**src/rtl/cmp_ctrl_status.sv**
```systemverilog
module cmp_ctrl_status #(
  parameter int SYNC_STAGES = 2
) (
  input  logic       clk,
  input  logic       rst_n,
  input  logic       cmp_raw,
  input  logic       wr_en,
  input  logic [7:0] wr_data,
  output logic [7:0] rd_data,
  input  logic       gie,
  input  logic       irq_ack,
  output logic       irq,
  output logic       cap_trig,
  output logic       ref_sel,
  output logic       pwr_down
);

  localparam logic [1:0] MODE_ANY  = 2'b00;
  localparam logic [1:0] MODE_FALL = 2'b10;
  localparam logic [1:0] MODE_RISE = 2'b11;

  logic [SYNC_STAGES:0] sh;
  logic       dis, rsel, flag, ien, cap_en;
  logic [1:0] mode;
  logic       sync_lvl, prev_lvl, evt;

  always_ff @(posedge clk or negedge rst_n)
    if (!rst_n) sh <= '0;
    else        sh <= {sh[SYNC_STAGES-1:0], cmp_raw};

  assign sync_lvl = sh[SYNC_STAGES-1];
  assign prev_lvl = sh[SYNC_STAGES];

  always_comb begin
    unique case (mode)
      MODE_ANY:  evt = sync_lvl ^ prev_lvl;
      MODE_FALL: evt = prev_lvl & ~sync_lvl;
      MODE_RISE: evt = sync_lvl & ~prev_lvl;
      default:   evt = 1'b0;
    endcase
    if (dis) evt = 1'b0;
  end

  always_ff @(posedge clk or negedge rst_n)
    if (!rst_n) begin
      {dis, rsel, ien, cap_en} <= '0;
      mode <= '0;
    end else if (wr_en) begin
      {dis, rsel} <= wr_data[7:6];
      {ien, cap_en, mode} <= wr_data[3:0];
    end

  always_ff @(posedge clk or negedge rst_n)
    if (!rst_n)                              flag <= 1'b0;
    else if (evt)                            flag <= 1'b1;
    else if (irq_ack || (wr_en && wr_data[4])) flag <= 1'b0;

  assign rd_data  = {dis, rsel, sync_lvl, flag, ien, cap_en, mode};
  assign irq      = flag & ien & gie;
  assign cap_trig = cap_en & sync_lvl;
  assign ref_sel  = rsel;
  assign pwr_down = dis;

  assert_sync_latency_R3: assert property (@(posedge clk) disable iff (!rst_n)
    rd_data[5] == $past(sh[SYNC_STAGES-2]));

  assert_rise_sets_R5: assert property (@(posedge clk) disable iff (!rst_n)
    (!dis && mode == MODE_RISE && $rose(sync_lvl)) |=> flag);

  assert_w0_keeps_R8: assert property (@(posedge clk) disable iff (!rst_n)
    (wr_en && !wr_data[4] && !irq_ack && flag) |=> flag);

  assert_ack_clears_R9: assert property (@(posedge clk) disable iff (!rst_n)
    (irq_ack && !evt) |=> !flag);

  assert_dis_blocks_R12: assert property (@(posedge clk) disable iff (!rst_n)
    (dis && !flag) |=> !flag);

endmodule

```
**config.mk**
```make
export PLATFORM = sky130hd
export DESIGN_NAME = cmp_ctrl_status
export DESIGN_NICKNAME = d
export VERILOG_FILES = /design/src/rtl/cmp_ctrl_status.sv
export SDC_FILE = /design/constraint.sdc
export NUM_CORES = 1
export LEC_CHECK = 0
export ABC_AREA = 1
export BUFFER_PORTS_ARGS = -buffer_cell sky130_fd_sc_hd__buf_4
export CORE_AREA = 5 5 42 44
export CTS_CLUSTER_DIAMETER = 30
export CTS_CLUSTER_SIZE = 28
export DETAILED_ROUTE_END_ITERATION = 16
export DIE_AREA = 0 0 47 49
export GPL_ROUTABILITY_DRIVEN = 0
export PLACE_DENSITY = 0.67
export SYNTH_ARGS = -nofsm -noshare
export SYNTH_HDL_FRONTEND = slang
export SYNTH_SLANG_ARGS = --single-unit
```
**constraint.sdc**
```tcl
create_clock -name clk -period 1.54 [get_ports clk]
set_input_delay 0.154 -clock clk [delete_from_list [all_inputs] [get_ports clk]]
set_output_delay 0.154 -clock clk [all_outputs]
set_load 0.03 [all_outputs]
```
==> results of run 1 <==
==> final cells by class <==
cell class                      count  area (µm²)
Sequential cell                    10         250
Timing Repair Buffer               26         200
Tap cell                           16        20.0
Fill cell                         152         723
Multi-Input combinational cell     23         145
Clock buffer                        4        36.3
Inverter                            7        26.3
==> sequential cells by signal, summed over array words and instances (netlist names) <==
| register | flops |
|---|---|
| sh | 3 |
| ien | 1 |
| flag | 1 |
| cap_en | 1 |
| pwr_down | 1 |
| ref_sel | 1 |
| mode | 2 |
==> cells by family (layout without fill, tap and decap cells) <==
logic type | Yosys count | count (layout)
AOI/OAI and AO/OA | 4 | 4
adders and majority gates | 2 | 2
buffers and inverters | 14 | 37
DFF | 10 | 10
muxes | 3 | 3
and+or+nand+nor | 14 | 14
==> path summary, 6_finish.rpt <==
path / from / to / slack (ns) / cells past startpoint
max: sh[1]$_DFF_PN0_ / flag$_DFFE_PN0P_ / 0.38 / 5
min: wr_data[1] / mode[1]$_DFFE_PN0P_ / 0.1 / 3
max reg2reg: sh[1]$_DFF_PN0_ / flag$_DFFE_PN0P_ / 0.38 / 5
min reg2reg: sh[0]$_DFF_PN0_ / sh[1]$_DFF_PN0_ / 0.36 / 0
max in group asynchronous: rst_n / cap_en$_DFFE_PN0P_ / 1.15 / 2
min in group asynchronous: rst_n / ien$_DFFE_PN0P_ / 0.25 / 2
==> what timing repair did <==
item                      in CTS  in global routing
gates resized for setup        0                  0
hold endpoints to repair      11                  0
buffers inserted               0                  0
hold buffers                   2                  0
==> Yosys cell counts, drive strengths merged <==
cell   number  area [µm²]
ha          2        25.0
buf         7        56.3
inv         7        26.3
dfrtp      10         250
o21ai       4        20.0
nand2      10        37.5
nor2        2        7.51
mux2        3        45.0
nand3       2        10.0
==> worst max-delay path, stage by stage (launching register included) <==
cell     delay (ns)
dfrtp_1        0.41
inv_1          0.06
ha_1           0.28
o21ai_0        0.19
nand3_1        0.10
nand2_1        0.06
==> per-layer routing <==
metal	share of wire	GRT usage	routed length, µm	up-vias
met5	0	0	0	-
met4	0	0.0415	0	0
met3	0.12	0.0664	102	0
met2	0.52	0.136	456	17
met1	0.36	0.0957	316	163
li1	-	-	-	184
==> report_power, final <==
group | switching, mW | total [mW] | internal [mW] | leakage [nW]
logic | 0.104 | 0.186 | 0.0825 | 0.236
clock network | 0.0839 | 0.227 | 0.143 | 0.0210
registers | 0.0170 | 0.303 | 0.286 | 0.119
total | 0.205 | 0.717 | 0.512 | 0.376
==> results.toml, run 1 <==
[grt]
grt_pass1_wl_mm = 1.52
grt_max_degree = 11
gr-usage-all-layers = 0.0919
antenna_found_initial = 0
grt_pass1_vias = 390
gr-total-overflow = 0

[synthesis]
synthMuxAreaShare = 0.0942
syn_inst = 47
ys_ff_latch = 10
synthAdderAreaFrac = 0.0524
synth_compound_area_frac = 0.0419
yosys.area_share.simple = 0.115
synthXorXnorAreaFrac = 0
synth_seq_area_share = 0.524
synth.distinct_cells = 10
syn_area_um2 = 478
synth_top_family_by_area = "buffers and inverters"
syn_nets = 63
yosysWarningCount = 0
syn-mean-instance-area_um2 = 10.2

[setup_path]
critPathArrivalTime_ns = 1.36
startpoint_type = "flop"
crit_path_end_kind = "flop"
critical_path_peak_fanout = 5
critPathKind = "reg -> reg"
crit_required_ns = 1.74

[floorplanning]
dieHeight_um = 49
start_util = 0.341
core_mm2 = 0.00140
rows = 14
boundaryPins = 26
die_area_mm2 = 0.00230
die_x_um = 47

[route]
vias = 364
drtIter0Drc = 1
post_drt_wl_per_cell_um = 10.2
viasPerCell = 4.23
drc_errors = 0
ant_nets = 0
drt_pass1_iterations = 2
wl_um = 875

[timing]
rsz0062_at_grt = "false"
slew_violations = 0
fin_ws_ns = 0.380
hold_slack_ns = 0.0992
min_period_over_period = 0.753
relSlewSlack = 0.880
hold_viol = 0
setup_viol = 0
fmax_mhz = 862
tightest_slew_ns = 0.179
fin_crit_ns = 1.16
fin_skew_ns = 0.00197
tns_ns = 0

[job]
maxCapViolCount = 0

[pwr]
p_leak_nw = 0.376
power_density_mw_per_mm2 = 1060
p_total_mw = 0.717
vdd_drop_max_uv = 571

[finish]
layout_commonest_cell = "buf_4"
stdcell_area_um2 = 678
final_cell_mix = "24 x buf_4, 10 x nand2_1, 10 x dfrtp_1, 7 x inv_1, 4 x o21ai_0"
syn2layout_area_growth_pct = 41.9
instances_no_fill = 86
final_util = 0.484
nets = 87
layout-drive-gt1-share = 0.443
diodes = 0

[placement]
dp_cells = 80
dpl.hpwl_um = 726
io_buffer_count = 24
dpl_cell_area_um2 = 622
pre_cts_ws_ns = 0.354

[cts]
numCtsBuffers = 3
cts.sinks = 10
cts_root_buffer = "clkbuf_4"
clk_latency_ns = 0.26
clk_path_buf_depth = 2
cts_tree = "done"
htreeDepth = 1
clkSlewWorstSetupHoldPaths_ns = 0.06

[worst_hold_path]
hold_path_class = "in -> reg"

[run_status]
status = "finished clean"
(Power assumes the default switching activity.)
==> run 2: changes to the inputs <==
--- a/config.mk
+++ b/config.mk
@@ -13,7 +13,7 @@
 export DETAILED_ROUTE_END_ITERATION = 16
 export DIE_AREA = 0 0 47 49
 export GPL_ROUTABILITY_DRIVEN = 0
-export PLACE_DENSITY = 0.67
+export PLACE_DENSITY = 0.69
 export SYNTH_ARGS = -nofsm -noshare
 export SYNTH_HDL_FRONTEND = slang
 export SYNTH_SLANG_ARGS = --single-unit
==> constraint.sdc (replaced) <==
create_clock -name clk -period 1 [get_ports clk]
set_input_delay 0.1 -clock clk [delete_from_list [all_inputs] [get_ports clk]]
set_output_delay 0.1 -clock clk [all_outputs]
set_load 0.03 [all_outputs]
==> run 2 against run 1 <==
The run now ends with setup timing left. Register-to-register slack got worse by 0.39 ns. Routed wire length increased by 8.1%. Non-clock buffer count increased by 3. Flip-flop and latch count unchanged. Sequential power increased by 54%. Cell area increased by 8.3%. Via count decreased by 0.27%. Largest cell class unchanged. Largest power group unchanged. Worst hold slack got worse by 0.045 ns. Combinational power increased by 72%.
==> results.toml, run 2 (synthesis gave the netlist of run 1 again) <==
[floorplanning]
dieHeight_um = 49
start_util = 0.341
boundaryPins = 26
core_mm2 = 0.00140
die_area_mm2 = 0.00230
rows = 14
die_x_um = 47

[timing]
fin_skew_ns = 0.00284
relSlewSlack = 0.880
hold_slack_ns = 0.0546
fmax_mhz = 919
rsz0062_at_grt = "true"
min_period_over_period = 1.09
fin_crit_ns = 1.09
slew_violations = 0
setup_viol = 5
tightest_slew_ns = 0.178
fin_ws_ns = -0.0887
hold_viol = 0

[cts]
clk_path_buf_depth = 2
cts.sinks = 10
clk_latency_ns = 0.26
cts_tree = "done"
cts_root_buffer = "clkbuf_4"
numCtsBuffers = 3
htreeDepth = 1
clkSlewWorstSetupHoldPaths_ns = 0.06

[setup_path]
crit_path_end_kind = "primary output"
worstRegToRegCells = 6
crit_required_ns = 0.90
critPathArrivalTime_ns = 0.99
cp_cell_sequence = "buf_6, nand2_2, inv_2, buf_6"
critical_path_peak_fanout = 3
startpoint_type = "flop"
crit_family = "flip-flops"
path_depth = 4
critPathKind = "reg -> out"
crit_top_cell = "buf_6"
slowest_stage = "dfrtp_1"
worst-path-buf-inv = 3
max_stage_delay_ns = 0.40

[grt]
grt_pass1_vias = 349
grt_max_degree = 11
gr-usage-all-layers = 0.0920
gr-total-overflow = 0
grt_pass1_wl_mm = 1.48
antenna_found_initial = 0

[placement]
io_buffer_count = 24
pre_cts_ws_ns = 0.00210

[route]
vias = 363
drt_pass1_iterations = 4
ant_nets = 0
wl_um = 946
drc_errors = 0
drtIter0Drc = 4
post_drt_wl_per_cell_um = 10.6
viasPerCell = 4.08

[finish]
diodes = 0
nets = 90
seq_area_um2 = 250
layout_commonest_cell = "buf_4"
final_util = 0.524
reg_top3 = "sh: 3 flops, mode: 2 flops"
fillCellCount = 130
syn2layout_area_growth_pct = 53.7
multiInputGateArea_um2 = 164
largest_reg_flops = 3
layout-drive-gt1-share = 0.521
largest_register = "sh"
final_cell_mix = "23 x buf_4, 10 x dfrtp_1, 9 x nand2_1, 6 x inv_1, 4 x buf_6"

[run_status]
violations = "setup timing"
status = "finished with violations"

[worst_hold_path]
hold_path_class = "in -> reg"
hold_depth = 3

[job]
maxCapViolCount = 0

[pwr]
vdd_drop_max_uv = 825
p_leak_nw = 0.394
p_total_mw = 1.14
power_density_mw_per_mm2 = 1550
run 2: cell types whose count changed in the layout (fill, tap and decap cells not counted), sizes merged:
| cell | previous run | this run |
|---|---|---|
| buf | 24 | 27 |
run 2: what timing repair did:
item	in CTS	in global routing
setup endpoints to repair	4	4
pin swaps	1	2
hold buffers	2	0
resized for setup	6	3
endpoints found under the hold margin	11	0
setup buffers	1	1
run 2: report_power, final:
part / leakage, nW / internal [mW] / switching, mW
registers: 0.119 / 0.441 / 0.0269
clock network: 0.0210 / 0.221 / 0.133
logic: 0.254 / 0.149 / 0.170
total: 0.394 / 0.810 / 0.330
run 2: final timing paths:
kind	from	end	slack (ns)
max	sh[1]$_DFF_PN0_	cap_trig	-0.09
min	wr_data[1]	mode[1]$_DFFE_PN0P_	0.05
max reg2reg	sh[1]$_DFF_PN0_	flag$_DFFE_PN0P_	-0.01
min reg2reg	sh[0]$_DFF_PN0_	sh[1]$_DFF_PN0_	0.35
max in group asynchronous	rst_n	mode[0]$_DFFE_PN0P_	0.66
min in group asynchronous	rst_n	flag$_DFFE_PN0P_	0.20
run 2: per-layer routing:
metal  GRT usage  wire length [µm]  up-vias
met5           0                 0        -
met4      0.0553                15        0
met2       0.138               466       17
met3      0.0332               100        2
li1            -                 -      190
met1       0.108               363      154
run 2: final cells by class:
type / count / share of cell area
clock buffer: 4 / 0.0494
inverter: 7 / 0.0358
multi-input combinational: 23 / 0.223
sequential: 10 / 0.341
tap: 16 / 0.0273
timing repair buffer: 29 / 0.324
run 2: worst register-to-register path, stage by stage (launching register included):
cell and delay [ns]:
dfrtp_1 0.40, buf_4 0.15, ha_4 0.14, nand2_1 0.05, nand3_1 0.06, nand3_1 0.07, nand2_1 0.05
run 2: through the flow:
stage	area (µm²)	std cells	TNS [ns]
6_report	734	89	-0.154
4_1_cts	716	88	-0.208
3_5_place_dp	629	81	0
2_1_floorplan	478	47	0
3_3_place_gp	629	81	0
5_1_grt	734	89	-0.363
==> run 3: changes to the inputs <==
--- a/config.mk
+++ b/config.mk
@@ -5,7 +5,6 @@
 export SDC_FILE = /design/constraint.sdc
 export NUM_CORES = 1
 export LEC_CHECK = 0
-export ABC_AREA = 1
 export BUFFER_PORTS_ARGS = -buffer_cell sky130_fd_sc_hd__buf_4
 export CORE_AREA = 5 5 42 44
 export CTS_CLUSTER_DIAMETER = 30
@@ -13,7 +12,7 @@
 export DETAILED_ROUTE_END_ITERATION = 16
 export DIE_AREA = 0 0 47 49
 export GPL_ROUTABILITY_DRIVEN = 0
-export PLACE_DENSITY = 0.69
+export PLACE_DENSITY = 0.67
 export SYNTH_ARGS = -nofsm -noshare
 export SYNTH_HDL_FRONTEND = slang
 export SYNTH_SLANG_ARGS = --single-unit
==> run 3 against run 2 <==
The flow still finishes with violations (setup timing). Sequential share of layout area down 0.79 points. First-iteration DRC count fell by 100%. Clock-buffer cell count unchanged. Routed wire length is 0.42% higher. Synthesized cell count shrank 26%.
==> results.toml, run 3 <==
[timing]
fin_ws_ns = -0.163
hold_viol = 0
rsz0062_at_grt = "true"
tightest_slew_ns = 0.146
fmax_mhz = 860
fin_skew_ns = 0.00334
relSlewSlack = 0.902
fin_crit_ns = 1.16
slew_violations = 0
min_period_over_period = 1.16
setup_viol = 6
tns_ns = -0.436

[placement]
io_buffer_count = 24
dpl.hpwl_um = 691
pre_cts_ws_ns = -0.147
dpl_cell_area_um2 = 634

[route]
post_drt_wl_per_cell_um = 11.9
vias = 349
ant_nets = 0
drtIter0Drc = 0
wl_um = 950
drt_pass1_iterations = 1
viasPerCell = 4.36
drc_errors = 0

[synthesis]
synth_compound_area_frac = 0.0222
syn_area_um2 = 450
synth_top_area_share = 0.556
yosys.area_share.simple = 0.0639
synthXorXnorAreaFrac = 0
synth_most_common_cell = "dfrtp_1"
synth_edf_count = 0
synth_top_family_by_area = "multiplexers"
synth.distinct_cells = 14
synth_area_leaders = "dfrtp_1 56%, mux2_2 15%, buf_4 10%, ha_1 5.6%, mux2_1 2.5%"
syn-mean-instance-area_um2 = 12.9
synth_seq_area_share = 0.556
synth_ff_type = "dfrtp_1"
synthAdderAreaFrac = 0.0556
ys_ff_latch = 10
netlist_top_cells_count = "10 x dfrtp_1, 6 x buf_4, 6 x mux2_2, 2 x ha_1, 2 x inv_1"
synthMuxAreaShare = 0.175
netlist.top_cell.by_area = "dfrtp_1"
async_flop_share = 1.00
syn_inst = 35
yosysWarningCount = 0
syn_nets = 51

[setup_path]
max_stage_delay_ns = 0.39
cp_cell_sequence = "inv_1, ha_2, mux2_4, a21oi_2, o21ai_1"
critPathArrivalTime_ns = 1.31
slowest_stage = "dfrtp_1"
crit_path_end_kind = "flop"
worstRegToRegCells = 5
critical_path_peak_fanout = 3
critPathKind = "reg -> reg"
rr_endpoint = "flag$_DFFE_PN0P_"
startpoint_type = "flop"
rrSetupSlack_ns = -0.16
crit_required_ns = 1.15
r2r_start = "sh[1]$_DFF_PN0_"

[floorplanning]
boundaryPins = 26
die_area_mm2 = 0.00230
start_util = 0.321
dieHeight_um = 49
core_mm2 = 0.00140
die_x_um = 47
rows = 14

[worst_hold_path]
hold_depth = 2
hold_path_class = "in -> reg"
hold_path_startpoint = "wr_data[0]"
hold_end = "mode[0]$_DFFE_PN0P_"

[finish]
syn2layout_area_growth_pct = 67.8
reg_top3 = "sh: 3 flops, mode: 2 flops"
largest_register = "sh"
final_cell_mix = "20 x buf_4, 10 x buf_6, 9 x dfrtp_1, 6 x mux2_2, 3 x clkbuf_4"
fillCellCount = 138
layout-drive-gt1-share = 0.734
nets = 81
final_util = 0.539
stdcell_area_um2 = 756
diodes = 0
layout_commonest_cell = "buf_4"
largest_reg_flops = 3

[cts]
cts.sinks = 10
clk_latency_ns = 0.26
htreeDepth = 1
clk_path_buf_depth = 2
cts_root_buffer = "clkbuf_4"
clkSlewWorstSetupHoldPaths_ns = 0.07
numCtsBuffers = 3
cts_tree = "done"

[job]
maxCapViolCount = 0

[pwr]
vdd_drop_max_uv = 1000
p_leak_nw = 0.370
power_density_mw_per_mm2 = 1470
p_total_mw = 1.11

[grt]
grt_pass1_vias = 424
antenna_found_initial = 0
gr-total-overflow = 0
gr-usage-all-layers = 0.110
grt_max_degree = 11
grt_pass1_wl_mm = 1.78

[run_status]
violations = "setup timing"
status = "finished with violations"
[run 3: changes by cell type after synthesis, moves of 3 or more]
| cell | change |
|---|---|
| mux2_2 | +6 |
| inv_1 | -5 |
| o21ai_0 | -4 |
| mux2_4 | -3 |
| nand2_1 | -9 |
[run 3: how the worst max path moves through the flow]
stage                    start               end  cells past startpoint
2_1_floorplan  sh[1]$_DFF_PN0_  flag$_DFFE_PN0P_                      5
5_1_grt        sh[1]$_DFF_PN0_  flag$_DFFE_PN0P_                      5
4_1_cts        sh[1]$_DFF_PN0_  flag$_DFFE_PN0P_                      5
3_5_place_dp   sh[1]$_DFF_PN0_  flag$_DFFE_PN0P_                      5
6_report       sh[1]$_DFF_PN0_  flag$_DFFE_PN0P_                      5
3_3_place_gp   sh[1]$_DFF_PN0_  flag$_DFFE_PN0P_                      5
[run 3: layer usage]
layer,GRT usage,wire [µm],up-vias,share of wire
met3,0.0406,81,0,0.085
met5,0,0,-,0
li1,-,-,168,-
met2,0.174,524,13,0.55
met4,0.0691,0,0,0
met1,0.116,344,168,0.36
[run 3: where the power goes]
part	leakage (nW)	internal (mW)	switching, mW
clock network	0.0150	0.154	0.138
registers	0.117	0.442	0.0297
logic	0.237	0.187	0.163
total	0.370	0.783	0.331
[run 3: final cells by class]
cell class                 count  area, µm²  share of cell area
inverter                       2       7.51             0.00993
clock buffer                   4       26.3              0.0348
sequential                    10        251               0.333
tap                           16       20.0              0.0265
multi-input combinational     16        168               0.222
timing repair buffer          32        283               0.374
[run 3: what timing repair did]
| item | 4_1_cts | 5_1_grt |
|---|---|---|
| hold buffers | 2 | 0 |
| resized for setup | 11 | 1 |
| pin swaps | 0 | 0 |
| buffers inserted | 3 | 1 |
| endpoints found under the hold margin | 11 | 0 |
| setup endpoints to repair | 5 | 8 |
[run 3: through the flow]
| stage | std cells | hold slack [ns] |
|---|---|---|
| after global placement | 70 | -0.0662 |
| after CTS | 79 | 0.0561 |
| final | 80 | 0.0654 |
| after floorplan | 35 | -0.196 |
| after detailed placement | 70 | -0.0642 |
| after global routing | 80 | 0.0482 |
[run 3: logic make-up (layout without fill, tap and decap cells)]
kind of cell,count (synthesis),in the layout
AOI/OAI and AO/OA,2,2
buffers and inverters,9,38
muxes,7,7
adders and majority gates,2,2
and+or+nand+nor,5,5
DFF,10,10
[run 3: worst max-delay path: cells and delay by family, from the launching register on]
| kind | cells | cell delay, ns |
|---|---|---|
| fa+ha+maj | 1 | 0.16 |
| flops | 1 | 0.39 |
| buf+inv | 1 | 0.06 |
| compound gates | 2 | 0.18 |
| mux | 1 | 0.27 |
